[config.mk]
export PLATFORM = sky130hd
export DESIGN_NAME = decade_ring_counter
export DESIGN_NICKNAME = d
export VERILOG_FILES = /design/src/rtl/drc_pkg.sv /design/src/rtl/drc_sync.sv /design/src/rtl/drc_edge_qual.sv /design/src/rtl/drc_johnson_ring.sv /design/src/rtl/drc_decode.sv /design/src/rtl/decade_ring_counter.sv
export SDC_FILE = /design/constraint.sdc
export NUM_CORES = 1
export LEC_CHECK = 0
export ABC_AREA = 1
export BUFFER_PORTS_ARGS = -buffer_cell sky130_fd_sc_hd__buf_2
export CELL_PAD_IN_SITES_DETAIL_PLACEMENT = 0
export CELL_PAD_IN_SITES_GLOBAL_PLACEMENT = 1
export CORE_MARGIN = 3
export CORE_UTILIZATION = 32
export DETAILED_ROUTE_END_ITERATION = 7
export PLACE_DENSITY_LB_ADDON = 0.1
export SYNTH_ARGS = -nofsm -noshare
export SYNTH_HDL_FRONTEND = slang
export SYNTH_SLANG_ARGS = --single-unit
[constraint.sdc]
create_clock -name clk -period 1.6 [get_ports clk]
set_input_delay 0.16 -clock clk [delete_from_list [all_inputs] [get_ports clk]]
set_output_delay 0.16 -clock clk [all_outputs]
set_load 0.05 [all_outputs]
[src/rtl/drc_pkg.sv]
// Shared widths and ring helpers for the decade ring counter.
// Assumes a Johnson ring whose legal codes have at most one bit boundary.
package drc_pkg;
    localparam int RING_W  = 5;
    localparam int COUNT_N = 2 * RING_W;

    typedef logic [RING_W-1:0] ring_t;

    // True when the code belongs to the 2*RING_W-state twisted-ring sequence.
    function automatic logic ring_ok(input ring_t s);
        int flips;
        flips = 0;
        for (int i = 0; i < RING_W - 1; i++) begin
            if (s[i] != s[i+1]) flips++;
        end
        return (flips <= 1);
    endfunction

    // Next ring code; any illegal code is sent straight to the zero code.
    function automatic ring_t ring_step(input ring_t s);
        if (ring_ok(s)) return {s[RING_W-2:0], ~s[RING_W-1]};
        return '0;
    endfunction
endpackage

[src/rtl/drc_sync.sv]
// Multi-stage synchroniser for a bus of independent asynchronous bits.
// Assumes each bit is a level that changes far slower than clk.
module drc_sync #(
    parameter int WIDTH  = 3,
    parameter int STAGES = 2
) (
    input  logic             clk,
    input  logic             rst_n,
    input  logic [WIDTH-1:0] d,
    output logic [WIDTH-1:0] q
);
    logic [WIDTH-1:0] chain [STAGES];

    // First stage samples the raw inputs.
    always_ff @(posedge clk) begin
        if (!rst_n) chain[0] <= '0;
        else        chain[0] <= d;
    end

    for (genvar g = 1; g < STAGES; g++) begin : g_stage
        // Each further stage re-samples the previous one.
        always_ff @(posedge clk) begin
            if (!rst_n) chain[g] <= '0;
            else        chain[g] <= chain[g-1];
        end
    end

    assign q = chain[STAGES-1];
endmodule

[src/rtl/drc_edge_qual.sv]
// Turns the synchronised count inputs into one advance pulse per qualifying edge:
// a rising edge of up_s while dn_s is low, or a falling edge of dn_s while up_s is high.
// Assumes both inputs are already synchronous to clk.
module drc_edge_qual (
    input  logic clk,
    input  logic rst_n,
    input  logic up_s,
    input  logic dn_s,
    output logic adv
);
    logic up_q, dn_q;

    // Hold the previous synchronised samples for edge detection.
    always_ff @(posedge clk) begin
        if (!rst_n) begin
            up_q <= 1'b0;
            dn_q <= 1'b0;
        end else begin
            up_q <= up_s;
            dn_q <= dn_s;
        end
    end

    // Each input gates the other; coincident qualifying edges merge into one pulse.
    assign adv = (up_s & ~up_q & ~dn_s) | (dn_q & ~dn_s & up_s);

    // an advance only ever follows a change on one of the inputs.
    p_adv_needs_edge_r5: assert property (@(posedge clk) disable iff (!rst_n)
        adv |-> ((up_s != up_q) || (dn_s != dn_q)));
endmodule

[src/rtl/drc_johnson_ring.sv]
// Five-stage twisted-ring state register with clear and self-correction.
// Assumes adv is a single-cycle pulse and clr is synchronous to clk.
module drc_johnson_ring
    import drc_pkg::*;
(
    input  logic  clk,
    input  logic  rst_n,
    input  logic  adv,
    input  logic  clr,
    output ring_t state_q
);
    // Clear outranks an advance; the state holds when neither is present.
    always_ff @(posedge clk) begin
        if (!rst_n)    state_q <= '0;
        else if (clr)  state_q <= '0;
        else if (adv)  state_q <= ring_step(state_q);
    end

    // a clear leaves the ring at the zero code.
    p_clear_zero_r8: assert property (@(posedge clk) disable iff (!rst_n)
        clr |=> (state_q == '0));

    // every advance lands on a legal code.
    p_legal_after_adv_r10: assert property (@(posedge clk) disable iff (!rst_n)
        adv |=> ring_ok(state_q));
endmodule

[src/rtl/drc_decode.sv]
// Decodes a twisted-ring code into one-hot count lines using adjacent bit pairs.
// Assumes a legal code; illegal codes may light several or no lines.
module drc_decode
    import drc_pkg::*;
(
    input  ring_t               state,
    output logic [COUNT_N-1:0]  dec
);
    // The two all-equal codes are the wrap points of the ring.
    assign dec[0]      = ~state[RING_W-1] & ~state[0];
    assign dec[RING_W] =  state[RING_W-1] &  state[0];

    for (genvar k = 1; k < RING_W; k++) begin : g_pair
        // Filling phase: the boundary between a one and the zeros above it.
        assign dec[k]        =  state[k-1] & ~state[k];
        // Emptying phase: the boundary between the zeros and the ones above them.
        assign dec[RING_W+k] = ~state[k-1] &  state[k];
    end
endmodule

[src/rtl/decade_ring_counter.sv]
// Decade counter with two opposite-polarity count inputs and an active-high clear.
// Assumes up_i, dn_i and clr_i are asynchronous levels; the result is visible
// three clk rising edges after an input change.
module decade_ring_counter
    import drc_pkg::*;
#(
    parameter int SYNC_STAGES = 2
) (
    input  logic               clk,
    input  logic               rst_n,
    input  logic               up_i,
    input  logic               dn_i,
    input  logic               clr_i,
    output logic [COUNT_N-1:0] dec_o,
    output logic               carry_n_o
);
    logic [2:0] raw, synced;
    logic       adv;
    ring_t      state;

    assign raw = {clr_i, dn_i, up_i};

    drc_sync #(.WIDTH(3), .STAGES(SYNC_STAGES)) u_sync (
        .clk(clk), .rst_n(rst_n), .d(raw), .q(synced)
    );

    drc_edge_qual u_edge (
        .clk(clk), .rst_n(rst_n), .up_s(synced[0]), .dn_s(synced[1]), .adv(adv)
    );

    drc_johnson_ring u_ring (
        .clk(clk), .rst_n(rst_n), .adv(adv), .clr(synced[2]), .state_q(state)
    );

    drc_decode u_dec (
        .state(state), .dec(dec_o)
    );

    // Carry is high through the filling half of the ring.
    assign carry_n_o = ~state[RING_W-1];

    // a legal ring code lights exactly one decoded line.
    p_onehot_r6: assert property (@(posedge clk) disable iff (!rst_n)
        ring_ok(state) |-> ($countones(dec_o) == 1));

    // carry is low exactly when an upper-half line is lit.
    p_carry_half_r7: assert property (@(posedge clk) disable iff (!rst_n)
        ring_ok(state) |-> (carry_n_o == (dec_o[COUNT_N-1:RING_W] == '0)));
endmodule

Word level (Yosys, flattened, before mapping)
Memories as Yosys holds them, arrays and structs flattened.
Index checks and enable logic that the tools add are counted.
Widths: inputs -> output; s select.
Cells by class
  multiplexer cells: 26
  add/sub/neg operators: 3
  $lt $le $gt $ge: 1
  bitwise operators: 25
  reduce and logical (&&, ||, !) cells: 1
  equality and inequality tests: 4
Operators by type and width (count)
  $mux 32: 15
  $add 32x2->32 const B: 3
  $le 32x2->1 const B: 1
  $and 1x1->1: 14
  $mux 5: 2
  $not 1->1: 8
  $mux 1: 7
  $mux 3: 2
  $ne 1x1->1: 4
  $or 1x1->1: 3
  $reduce_or 2->1: 1
Storage, ports and cells
  output and inout bits: 11
  word-level logic and storage cells: 64
  memories kept: 1
  input bits: 5
  memory bits (writable): 6
  bits in registers: 7
Memory list
  u_sync.chain: words 2, width 3, read ports 2, clocked after memory_dff 0, wr ports 2, line drc_sync.sv:12  | logic [WIDTH-1:0] chain [STAGES];

Longest topological paths before layout
Gate-level depths: netlist of run 1.
An unclocked memory read counts as a cell.
  depth after elaboration: 29
  gate-level depth with buffers: 11
  depth with buffers taken out: 11

Hierarchy
From an unflattened synthesis of run 1, not the netlist that was laid out.
Second synthesis, totals
  cells, all modules: 120
  area total of the unflattened synthesis: 723.2 sq um
Modules (own cells, without submodules)
  drc_johnson_ring: instances 1, cells an instance 74, area each 420.4 sq um
  drc_sync: instances 1, cells an instance 18, area each 165.2 sq um
  drc_edge_qual: instances 1, cells an instance 11, area each 73.8 sq um
  drc_decode: instances 1, cells an instance 16, area each 60.1 sq um
  decade_ring_counter: instances 1, cells an instance 1, area each 3.8 sq um

Worst setup path after synthesis of run 1
Ideal clock, no wire load.
  kind: register to register
  from: register u_ring.state_q[0]
  to: register u_ring.state_q[0]
  slack: -0.027 ns
  period minus slack after synthesis: 1.627 ns
  cell stages (with the launch flop): 12
  required time: 1.530 ns
  buffers on the path: 0
  data arrival time: 1.557 ns
  library setup time: 0.070 ns
  cells stage by stage: dfxtp_1 -> inv_2 -> ha_1 -> inv_1 -> ha_1 -> inv_1 -> nand2_1 -> nand2_1 -> nand2_1 -> nand2_2 -> nand3_1 -> a21oi_1
Between the ends
  longest elaborated chain between the ends: 26
RTL lines
  from (decl): line drc_johnson_ring.sv:10  | output ring_t state_q
  from (signal assigned): line drc_johnson_ring.sv:16  | else if (adv) state_q <= ring_step(state_q);
  $ne 1x1->1 (*): line drc_pkg.sv:14  | if (s[i] != s[i+1]) flips++;
  $mux 1 (*): line drc_pkg.sv:14
  $mux 32 (*): line drc_johnson_ring.sv:16
  $mux 32 (*): line drc_johnson_ring.sv:15  | else if (clr) state_q <= '0;
  $mux 32 (*): line drc_johnson_ring.sv:14  | if (!rst_n) state_q <= '0;
  $add 32x2->32: line drc_pkg.sv:14
  $mux 32 (*): line drc_pkg.sv:14
  $mux 32 (*): line drc_johnson_ring.sv:16
  (+10 left out)
  $mux 32 (*): line drc_johnson_ring.sv:15
  $mux 32 (*): line drc_johnson_ring.sv:14
  $le 32x2->1 (*): line drc_pkg.sv:16  | return (flips <= 1);
  $mux 1 (*): line drc_pkg.sv:21  | if (ring_ok(s)) return {s[RING_W-2:0], ~s[RING_W-1]};
  $mux 1 (*): line drc_johnson_ring.sv:16
  $mux 1 (*): line drc_johnson_ring.sv:15
  $mux 1 (*): line drc_johnson_ring.sv:14
  $mux 5 (*): line drc_pkg.sv:22  | return '0;
Every way passes the cells marked *; elsewhere a longest branch is shown, timed or not. The select of a mux whose other input is x is not followed.
A chain may end at the register's enable or synchronous reset.

Worst setup path in the final report of run 1
  from: register u_ring.state_q[1]
  to: register u_ring.state_q[1]
Between the ends
  longest elaborated chain between the ends: 26
  elaborated cells between the ends (all ways): 27
  those cells by class: add/sub: 3; order compare: 1; eq/ne: 2; mux: 21
RTL lines (line)
  $ne 1x1->1: drc_pkg.sv:14
  $mux 1: drc_pkg.sv:14
  $mux 32: drc_johnson_ring.sv:16
  $mux 32: drc_johnson_ring.sv:15
  $mux 32: drc_johnson_ring.sv:14
  $add 32x2->32: drc_pkg.sv:14
  $mux 32 (*): drc_pkg.sv:14
  $mux 32 (*): drc_johnson_ring.sv:16
  (+10 left out)
  $mux 32 (*): drc_johnson_ring.sv:15
  $mux 32 (*): drc_johnson_ring.sv:14
  $le 32x2->1 (*): drc_pkg.sv:16
  $mux 1 (*): drc_pkg.sv:21
  $mux 1 (*): drc_johnson_ring.sv:16
  $mux 1 (*): drc_johnson_ring.sv:15
  $mux 1 (*): drc_johnson_ring.sv:14
  $mux 5 (*): drc_pkg.sv:22
Marked as above.

==> impl.org, run 1 <==
** Route
- For this run, the detailed router's first-pass iteration total came to 2.
- Wires add up to 1.19 mm.
- After the first detailed-routing iteration, the DRC count stood at 1.
- In the routed design, unresolved DRC markers number 0.
- In this run the remaining antenna-violating nets after routing total 0.
- Dividing the detail-routed wire length by the instance count gives 8.79 microns.
- Routed via count :: 532
- Routed via count divided by cell count :: between 3 and 4

** Critical path
- Worst endpoint data arrival time :: 1.69 ns
- The worst setup path is captured at a flip-flop.
- Along the worst path, the maximum fanout reaches 5.
- Crit path launch type :: flip-flop
- Critical path type :: flip-flop to flip-flop
- Required time of the critical path :: between 1.5 and 2 ns

** Synth
- In this run, synthesis produced a sequential element count of 13.
- The cell area that synthesis handed to floorplanning was about 650 sq um.
- Cell types with the largest area share after synthesis :: dfxtp_1 (40%), ha_1 (17%), inv_1 (11%), nand2_1 (9.2%), nand3_1 (5.4%)
- Portion of synthesized cell area occupied by the leading cell type :: 39.8%
- Leading area contributor after synthesis :: dfxtp_1
- In this run the mean area of a mapped cell was 7.68 sq um.
- When the netlist entered floorplanning its net count stood at 99.
- Post-synth cell types :: 12
- Cell count after synthesis :: between 80 and 90
- After synthesis, flip-flops and latches occupy 39.8% of the total area.
- Yosys warning total :: 0

** Layout
- Fill cells in the final layout number 196.
- Compared with the post-synthesis result, the final layout area differs by 37.9%.
- Layout cells sized above 1 :: 38.2%
- Fraction of the core area covered by cells at the end of the flow :: around half
- Post-Layout Cell Count :: around 140
- The number of antenna diodes in the final layout is 0.
- In the final design database the tool counted about 130 nets.

** Timing
- The worst path meets setup with 0.115 ns of slack.
- Setup violations remaining at the end of the flow were counted as 0.
- The max-slew violation count is 0.
- The total count of hold-check failures in the final report came to 0.
- Part of the cycle the worst path needs :: 92.8%
- For this run, the top clock speed supported by timing is 674 MHz.
- The clock period could shrink to 1.48 ns.
- Maximum clock skew at final layout :: around 0.0028 ns
- Worst relative slew slack :: 63.7%
- Pin slew with the least headroom to its limit :: 0.543 ns
- Final hold slack :: 0.0679 ns

** Die
- I/O pin count :: 16
- From left edge to right edge, the die measures 51.2 microns.
- Die footprint :: 2620 sq um
- Once the floorplan was initialized, standard cells occupied 35.9% of the core.
- Core Area :: 1820 sq um
- Count of standard-cell rows :: 15
- From bottom edge to top edge, the die measures 51.2 microns.

** Placement
- Global placement routability congestion :: between 0.7 and 0.8
- Post-placement setup slack :: 0.0167 ns
- Detailed placement finished with a half-perimeter wire length of 928 microns.
- In this run, placement finished with an instance count of 130.
- IO buf count :: 15

** Clocking
- Clk sink count :: 13
- Clock-pin slew was measured on the worst setup and hold paths at 0.08 ns.
- In this run the number of H-tree levels came out at 1.
- Clock tree from TritonCTS :: yes
- Clock root buffer master :: clkbuf_4
- At the later pin of the worst-skew pair, clock insertion delay measures 0.27 ns.
- Number of hold buffers added after CTS :: 0
- Clock buffer count from CTS :: 3
- The clock passes through at most 2 buffers.

** Power
- The worst-case IR drop observed on VDD is approximately 0.7 mV.
- In this run the power density over the cells is 763 nW/um^2.
- In this run the static leakage power is 0.518 nW.

** Min path
- The path class of the tightest hold or removal check is input port to flip-flop.

** GRT
- The total overflow left after global routing is 0.
- The via count of the first global-routing pass was between 400 and 500.
- Number of antenna violations at the first check in global routing :: 0
- In the global route stage, overall resource usage came out at between 10% and 20%.
- Largest net degree at the start of global routing :: 11
- The first global-routing pass estimated approximately 2.2 mm of wire.

** Run status
- The run finished with clean final reports.

** Flow run
- Max-cap violations in this run came to 0.
-- metrics by stage --
step | instance area, sq um | total power, W | TNS, ns
after floorplan | 657 | 0.000458 | 0
after global placement | 803 | 0.000491 | 0
after detailed placement | 803 | 0.000490 | 0
after CTS | 832 | 0.000689 | 0
after global routing | 901 | 0.000748 | -0.0180
final | 901 | 0.000688 | 0
-- worst max-delay path: stages, from the launching register on --
cell and delay [ns]:
dfxtp_4 0.38, inv_4 0.04, ha_4 0.28, inv_4 0.03
ha_4 0.15, inv_2 0.03, nand2_1 0.05, nand2_1 0.05
nand2_1 0.05, nand2_2 0.12, nand3_2 0.10, a21oi_2 0.13
-- sequential cells by signal (all words and copies together) (netlist names) --
register	count
u_sync.chain	6
u_ring.state_q	5
u_edge.dn_q	1
u_edge.up_q	1
-- routing by layer --
layer  up-vias  wire (microns)  part of all wire [%]  global-route usage (%)
met5         -               0                     0                       0
met4         0               0                     0                    2.69
met3         0              91                   7.7                    6.41
met2        14             486                    41                    16.3
met1       210             608                    51                    14.5
li1        308               -                     -                       -
-- worst paths after layout --
path	from	end	slack, ns	cells past startpoint
hold / removal	clr_i	u_sync.chain[0][2]	0.07	3
setup reg to reg	u_ring.state_q[1]	u_ring.state_q[1]	0.12	11
hold reg to reg	u_sync.chain[0][2]	u_sync.chain[1][2]	0.41	2
setup / recovery	u_ring.state_q[1]	u_ring.state_q[1]	0.12	11
-- kinds of logic (layout without fill, tap and decap cells) --
kind of cell    count (synthesis)  count (layout)  synth area share [%]
simple gates                   28              28                  20.3
buf+inv                        23              48                  13.4
flops                          13              13                  39.8
compound gates                 12              12                  9.19
fa+ha+maj                       9               9                  17.2
-- synth_stat cells, drive strengths merged --
master / number
buf: 1
o21ai: 7
a21oi: 5
inv: 22
dfxtp: 13
ha: 9
nand3: 7
nor2: 4
nand2: 17
-- repair_timing --
item / in CTS / in global routing
setup endpoints to repair: 2 / 5
buffers inserted: 0 / 1
gates resized for setup: 1 / 14
pin swaps: 0 / 6
gates cloned: 0 / 0
-- report_power, final --
| group | switching (W) | leakage, nW | internal [W] | total [W] |
|---|---|---|---|---|
| clock network | 0.0000992 | 0.0177 | 0.0000925 | 0.000192 |
| logic | 0.000100 | 0.392 | 0.0000501 | 0.000150 |
| registers | 0.00000913 | 0.108 | 0.000337 | 0.000346 |
-- cell type report --
type	instances	area (sq um)	area share, %
inverter	22	87.6	9.72
clock buffer	3	22.5	2.50
timing repair buffer	22	128	14.2
tap	25	31.3	3.47
clock inverter	1	5.00	0.556
sequential	13	265	29.4
multi-input combinational	49	362	40.1
-- cells in the final DEF, fill, tap and decap left out, drive strengths merged --
cell / instances
inv: 22
buf: 22
nand2: 17
dfxtp: 13
ha: 9
o21ai: 7
nand3: 7
a21oi: 5
nor2: 4
clkbuf: 3
clkinv: 1
(Power assumes the default switching activity.)
==> run 2, diff against run 1 <==
--- a/config.mk
+++ b/config.mk
@@ -13,6 +13,7 @@
 export CORE_UTILIZATION = 32
 export DETAILED_ROUTE_END_ITERATION = 7
 export PLACE_DENSITY_LB_ADDON = 0.1
+export SETUP_SLACK_MARGIN = 0.5
 export SYNTH_ARGS = -nofsm -noshare
 export SYNTH_HDL_FRONTEND = slang
 export SYNTH_SLANG_ARGS = --single-unit
==> constraint.sdc (replaced) <==
create_clock -name clk -period 1.6 [get_ports clk]
set_input_delay 0.08 -clock clk [delete_from_list [all_inputs] [get_ports clk]]
set_output_delay 0.08 -clock clk [all_outputs]
set_load 0.05 [all_outputs]
==> impl.org, run 2 (same netlist as run 1, synthesis figures left out) <==
** Layout
- Post-Layout Cell Count :: 149
- At the end of the flow, the number of nets in the layout was roughly 140.
- Commonest cells after routing, fill and taps aside :: nand2_1 (16), inv_1 (13), buf_6 (11)
- The number of antenna diodes in the final layout is 0.
- The register with the most flip-flops in the layout has 6 of them.
- Layout filler cell count :: 154
- Most common cell after layout, fill and taps aside :: nand2_1
- More flip-flops sit in one register than any other, and that register is u_sync.chain.
- The largest registers in the layout are u_sync.chain (6), u_ring.state_q (5).
- Layout Area Growth over Synthesis :: 91.6%
- Cells with a size suffix above 1 make up 54.0% of the layout.

** Placement
- Number of cells after detailed placement :: 128
- OpenSTA, run right after detailed placement, puts the worst setup slack at 0.0996 ns.
- Global placement routability congestion :: 0.680
- IO buf count :: 15
- The HPWL after detailed placement is 1.02 mm.

** Timing
- Final Hold Vio Count :: 0
- Setup violations remaining at the end of the flow were counted as 0.
- The max-slew violation count came to 0.
- Adding up every negative setup slack in the final design gives 0 ns.
- Achievable frequency :: ~670 MHz
- Worst relative slew slack :: 55.7%
- Maximum clock skew at final layout :: 0.00447 ns
- For the pin with the worst max-slew slack, the measured transition is 0.663 ns.
- For the finished layout, the period the worst path requires is 1.50 ns.
- Part of the cycle the worst path needs :: 93.5%
- Setup repair after global routing could not meet its margin everywhere.
- Final Worst Setup Slack :: 0.103 ns

** Critical path
- The worst setup path is of the flip-flop to flip-flop kind.
- STA classifies the critical path startpoint as a flip-flop.
- Among all stages on the critical path, the largest delay is contributed by dfxtp_4.
- Largest stage delay on the critical path :: 0.39 ns
- Traced cell by cell, the critical path runs through inv_4 -> ha_4 -> inv_2 -> ha_4 -> inv_2 -> nand2_1 -> nand2_1 -> nand2_1 -> nand2_2 -> nand3_1 -> a21oi_2.
- STA classifies the critical path endpoint as a flip-flop.
- Required time of the critical path :: 1.79 ns
- Cell type with the highest occurrence count on the critical path :: nand2_1
- Along the worst path, the maximum fanout reaches 5.
- At the worst endpoint, the arrival time is roughly 1.7 ns.

** GRT
- Via count of the first global-routing pass :: 563
- The initial antenna violation count came to 0.
- Largest net degree at the start of global routing :: 11
- Global routing used 13.1% of the available tracks across all layers.
- GR Overflow Total :: 0
- The first global-routing pass estimated ~2.5 mm of wire.

** Die
- Measured along the y axis, the die boundary spans 51.2 microns.
- The initialized floorplan defines 15 standard-cell rows.
- Core Area :: about 1800 sq um
- Measured along the x axis, the die boundary spans 51.2 microns.
- Starting density of the core :: between 30% and 40%
- I/O pin count :: 16
- Die footprint :: about 2600 sq um

** Power
- Across the VDD grid, the largest voltage drop is ~0.57 mV.
- LEAKAGE :: just over 0.6 nW
- For this design the ratio of total power to cell area is 614 nW/um^2.

** Route
- Once detail routing completed, the nets flagged for antenna violations numbered 0.
- After detailed routing, the number of remaining DRC violations is 0.
- Drt wl/cell :: 11.2 microns
- TritonRoute pass-1 iters :: 4
- Routed via count :: 660
- In this run, the number of DRC markers left after iteration 0 of detailed routing was 30.
- Total detailed-routing wirelength :: about 1.7 mm
- Dividing the detail-routed via count by the number of cells gives roughly 4.4.

** Clocking
- Worst-case clock buffer depth :: 2
- In this run the number of H-tree levels came out at 1.
- Clock tree from TritonCTS :: yes
- The tree built by TritonCTS fans out to 13 sinks.
- Clock Pin Slew Worst Setup and Hold Paths :: 0.07 ns
- Insertion delay to the later sink of the worst-skew pair :: 0.27 ns
- In this run, CTS created clock tree buffers numbering 3.
- Clock root buffer master :: clkbuf_4

** Run status
- The run finished with clean final reports.

** Flow run
- Number of max-cap violations :: 0

** Min path
- Classification of the worst-slack hold path :: input port to flip-flop
## run 2: changes by cell type in the layout (fill, tap and decap cells not counted), moves of 4 or more
| cell | before | now |
|---|---|---|
| buf_2 | 15 | 4 |
| inv_1 | 17 | 13 |
| ha_1 | 6 | 0 |
| buf_6 | 0 | 11 |
| ha_4 | 3 | 9 |
| buf_8 | 0 | 9 |
## run 2: path summary, 6_finish.rpt
check,depth (start not counted),endpoint,from,slack (ns)
max reg2reg,11,u_ring.state_q[1],u_ring.state_q[1],0.10
min,3,u_sync.chain[0][2],rst_n,0.11
min reg2reg,2,u_sync.chain[1][2],u_sync.chain[0][2],0.42
max,11,u_ring.state_q[1],u_ring.state_q[1],0.10
## run 2: area by class of cell
| type | instances | area [sq um] | area share, % |
|---|---|---|---|
| well taps | 25 | 31.3 | 2.50 |
| multi-input cells | 49 | 447 | 35.7 |
| clock buffers | 4 | 26.3 | 2.10 |
| flip-flops and latches | 13 | 277 | 22.1 |
| repair buffers | 36 | 377 | 30.1 |
| inverters | 22 | 93.8 | 7.50 |
## run 2: repair_timing
action / CTS / global route
setup buffers: 9 / 5
endpoints found under the setup margin: 16 / 16
hold endpoints to repair: 3 / 0
pin swaps: 5 / 5
hold buffers: 3 / 0
resized for setup: 43 / 25
## run 2: stage by stage
step	instance area, sq um	power, W	hold WS [ns]	util [%]
2_1_floorplan	709	0.000471	0.178	-
3_3_place_gp	841	0.000497	0.260	46.2
3_5_place_dp	841	0.000499	0.268	46.2
4_1_cts	1100	0.000741	0.0963	60.5
5_1_grt	1250	0.000817	0.107	68.7
6_report	1250	0.000768	0.106	68.7
## run 2: power by group
part / switching, W / leakage (nW) / internal, W / total [W]
Sequential: 0.0000110 / 0.110 / 0.000334 / 0.000345
Combinational: 0.000124 / 0.496 / 0.000108 / 0.000232
Clock: 0.0000946 / 0.0150 / 0.0000964 / 0.000191
## run 2: routing by layer
layer  share of wire, %  routed length (microns)  GRT usage (%)  vias up
met5                  0                        0              0        -
met2                 51                      852           22.1       24
met1                 41                      685           16.0      299
met3                6.3                      104           5.54        2
met4                1.3                       21           1.35        0
li1                   -                        -              -      335
## run 2: critical path, delay by kind of cell, from the launching register on
family,cells,cell delay [ns]
flip-flops,1,0.39
buffers and inverters,3,0.11
AND/OR/NAND/NOR,5,0.35
AO/OA/AOI/OAI,1,0.14
adder cells (fa/ha/maj),2,0.41
==> run 3, diff against run 2 <==
--- a/config.mk
+++ b/config.mk
@@ -13,6 +13,7 @@
 export CORE_UTILIZATION = 32
 export DETAILED_ROUTE_END_ITERATION = 7
 export PLACE_DENSITY_LB_ADDON = 0.1
+export RECOVER_POWER = 50
 export SETUP_SLACK_MARGIN = 0.5
 export SYNTH_ARGS = -nofsm -noshare
 export SYNTH_HDL_FRONTEND = slang
==> constraint.sdc (replaced) <==
create_clock -name clk -period 1.6 [get_ports clk]
set_input_delay 0.32 -clock clk [delete_from_list [all_inputs] [get_ports clk]]
set_output_delay 0.32 -clock clk [all_outputs]
set_load 0.05 [all_outputs]
==> impl.org, run 3 (same netlist as run 1, synthesis figures left out) <==
** Run status
- The flow ran to the end, and the final reports show no timing, DRC or antenna violations.

** Critical path
- Worst endpoint data arrival time :: 1.72 ns
- STA classifies the critical path startpoint as a flip-flop.
- For this run, the slowest stage of the critical path takes approximately 0.46 ns.
- Cell type with the highest occurrence count on the critical path :: nand2_1
- Slack of the worst reg-to-reg path :: 0.08 ns
- Slowest cell on the critical path :: dfxtp_1
- Maximum net fanout on the critical path :: 5
- CP cell instances :: ha_4 -> buf_4 -> nor2_8 -> nand2_1 -> nand2_1 -> nand2_2 -> nand2_4 -> nand3_2 -> a21oi_2
- Endpoint of the worst register-to-register path :: u_ring.state_q[0]
- Critical path capture point type :: flip-flop
- The worst register-to-register path begins at u_ring.state_q[2].
- Critical path type :: flip-flop to flip-flop
- Measured in cells, the most critical reg-to-reg path has a length of 9.
- For the worst setup path, the data required time is 1.80 ns.

** Flow run
- The tool flagged a number of max-cap violations equal to 0.

** GRT
- The first global-routing pass estimated 2.39 mm of wire.
- GR Overflow Total :: 0
- The initial antenna violation count was 0.
- Entering global routing, the biggest net connects 11 pins.
- Global routing used 12.4% of the available tracks.
- Via count of the first global-routing pass :: 532

** Layout
- Net total in the final layout :: 130
- Max reg flops :: 6
- Commonest cells after routing, fill and taps aside :: nand2_1 (14), inv_1 (12), dfxtp_1 (10)
- From synthesis to final layout, the design area changed by 75.7%.
- The library cell used most frequently in the layout, excluding fill and tap cells, is nand2_1.
- Largest regs :: u_sync.chain (6), u_ring.state_q (5)
- Register with the most flip-flops :: u_sync.chain
- In the final layout, the share of cells above drive strength 1 is 55.7%.
- 0 antenna diodes ended up in the layout.
- Summing all non-filler instances in the final layout gives an area of 1150 sq um.

** Power
- The analysis attributes to cell leakage a power of 0.579 nW.
- Power density of the placed cells :: 654 nW/um^2
- Worst VDD drop :: 0.613 mV

** Clocking
- Clock root buffer master :: clkbuf_4
- Number of hold buffers added after CTS :: 0
- For this design, the sink count on the clock tree is 13.
- Clock buffer count from CTS :: 3
- CTS built an H-tree with a depth of 1.
- Insertion delay to the later sink of the worst-skew pair :: 0.27 ns
- No sink is reached through more buffers than the 2 on the longest clock path.
- Clock Pin Slew Worst Setup and Hold Paths :: 0.08 ns
- Clock tree from TritonCTS :: yes

** Min path
- For hold timing, the worst endpoint is u_sync.chain[0][1].
- Origin of the worst min-delay path :: dn_i
- Worst hold path cell count :: 3
- The tightest min-delay check is of the input port to flip-flop type.

** Placement
- Placed cell area :: 831 sq um
- Sum of net half-perimeters after detailed placement :: 919 microns
- Input and output buffers added on the ports amount to 15.
- Global placement routability congestion :: approximately 0.69

** Route
- In the routed design, unresolved DRC markers number 0.
- In this run, the number of DRC markers left after iteration 0 of detailed routing was 13.
- Drt wl/cell :: 10.9 microns
- The first detailed-routing pass ran for 4 iterations.
- The detail route stage leaves a number of antenna-violating nets equal to 0.
- Routed via count :: 594
- After detailed routing, the number of vias per cell comes to 4.24.
- The final layout contains routed wiring with a total length of 1.52 mm.

** Die
- The floorplan step set the die height to 51.2 microns.
- 16 I/O pins were placed.
- Count of standard-cell rows :: 15
- DIE WIDTH :: between 50 and 60 microns
- Core Area :: ~1800 sq um
- Die footprint :: ~2600 sq um
- Once the floorplan was initialized, standard cells occupied 35.9% of the core.

** Timing
- Adding up every negative setup slack in the final design gives 0 ns.
- The worst pin sits at a relative slew slack of 50.9%.
- Final Hold Vio Count :: 0
- The max-slew violation count came to 0.
- For the pin with the worst max-slew slack, the measured transition is between 0.7 and 0.8 ns.
- Final setup violation count :: 0
- Derived from the worst setup path, the maximum achievable clock frequency is between 600 and 700 MHz.
- Setup repair after global routing missed its margin :: true
- For the final database, setup skew stands at 0.00423 ns.
- The worst path in the final design needs a cycle of 1.52 ns, including I/O delays and setup.
- Part of the cycle the worst path needs :: 95.1%
## run 3: cell types whose count changed in the layout (fill, tap and decap cells not counted), moves of 3 or more
cell	previous run	this run
nand3_2	2	5
ha_4	9	6
nand3_1	5	2
dlygate4sd3_1	3	0
## run 3: stage by stage
step           util, %  instances  setup WS [ns]  power, W  hold slack (ns)
2_1_floorplan        -         85          0.188  0.000472            0.390
3_3_place_gp      45.6        126         0.0918  0.000493            0.396
3_5_place_dp      45.6        126         0.0898  0.000494            0.404
4_1_cts           59.9        138          0.134  0.000740            0.216
5_1_grt           63.0        140         0.0273  0.000796            0.225
6_report          63.0        140         0.0786  0.000750            0.227
## run 3: per-layer routing
layer  up-vias  GRT usage (%)  wire length, microns
met5         -              0                     0
met4         0           1.35                     0
met3         0           5.25                    89
met2        18           19.1                   721
met1       258           16.5                   713
li1        318              -                     -
## run 3: worst max-delay path, delay by kind of cell (launching register included)
kind | cells | cell delay, ns
AO/OA/AOI/OAI | 1 | 0.13
AND/OR/NAND/NOR | 6 | 0.46
buffers and inverters | 1 | 0.15
adder cells (fa/ha/maj) | 1 | 0.25
flip-flops | 1 | 0.46
## run 3: power breakdown
part	switching [W]	internal (W)
Combinational	0.000119	0.0000903
Clock	0.0000963	0.0000964
Sequential	0.0000131	0.000335
## run 3: timing repair
item / 4_1_cts / 5_1_grt
setup buffers: 8 / 2
endpoints found under the hold margin: 0 / 0
pin swaps: 6 / 3
setup endpoints to repair: 16 / 16
gates resized for setup: 53 / 13
## run 3: final cells by class
type                    count  area [sq um]
inverters                  22          96.3
repair buffers             27           278
clock buffers               4          26.3
flip-flops and latches     13           272
multi-input cells          49           444
fillers                   168           673
well taps                  25          31.3
## run 3: worst max-delay path by stage
stage / from / to / cells past startpoint
after floorplan: u_ring.state_q[1] / u_ring.state_q[0] / 11
after global placement: u_ring.state_q[1] / u_ring.state_q[2] / 11
after detailed placement: u_ring.state_q[1] / u_ring.state_q[4] / 11
after CTS: u_ring.state_q[1] / u_ring.state_q[1] / 11
after global routing: u_ring.state_q[2] / u_ring.state_q[0] / 9
final: u_ring.state_q[2] / u_ring.state_q[0] / 9
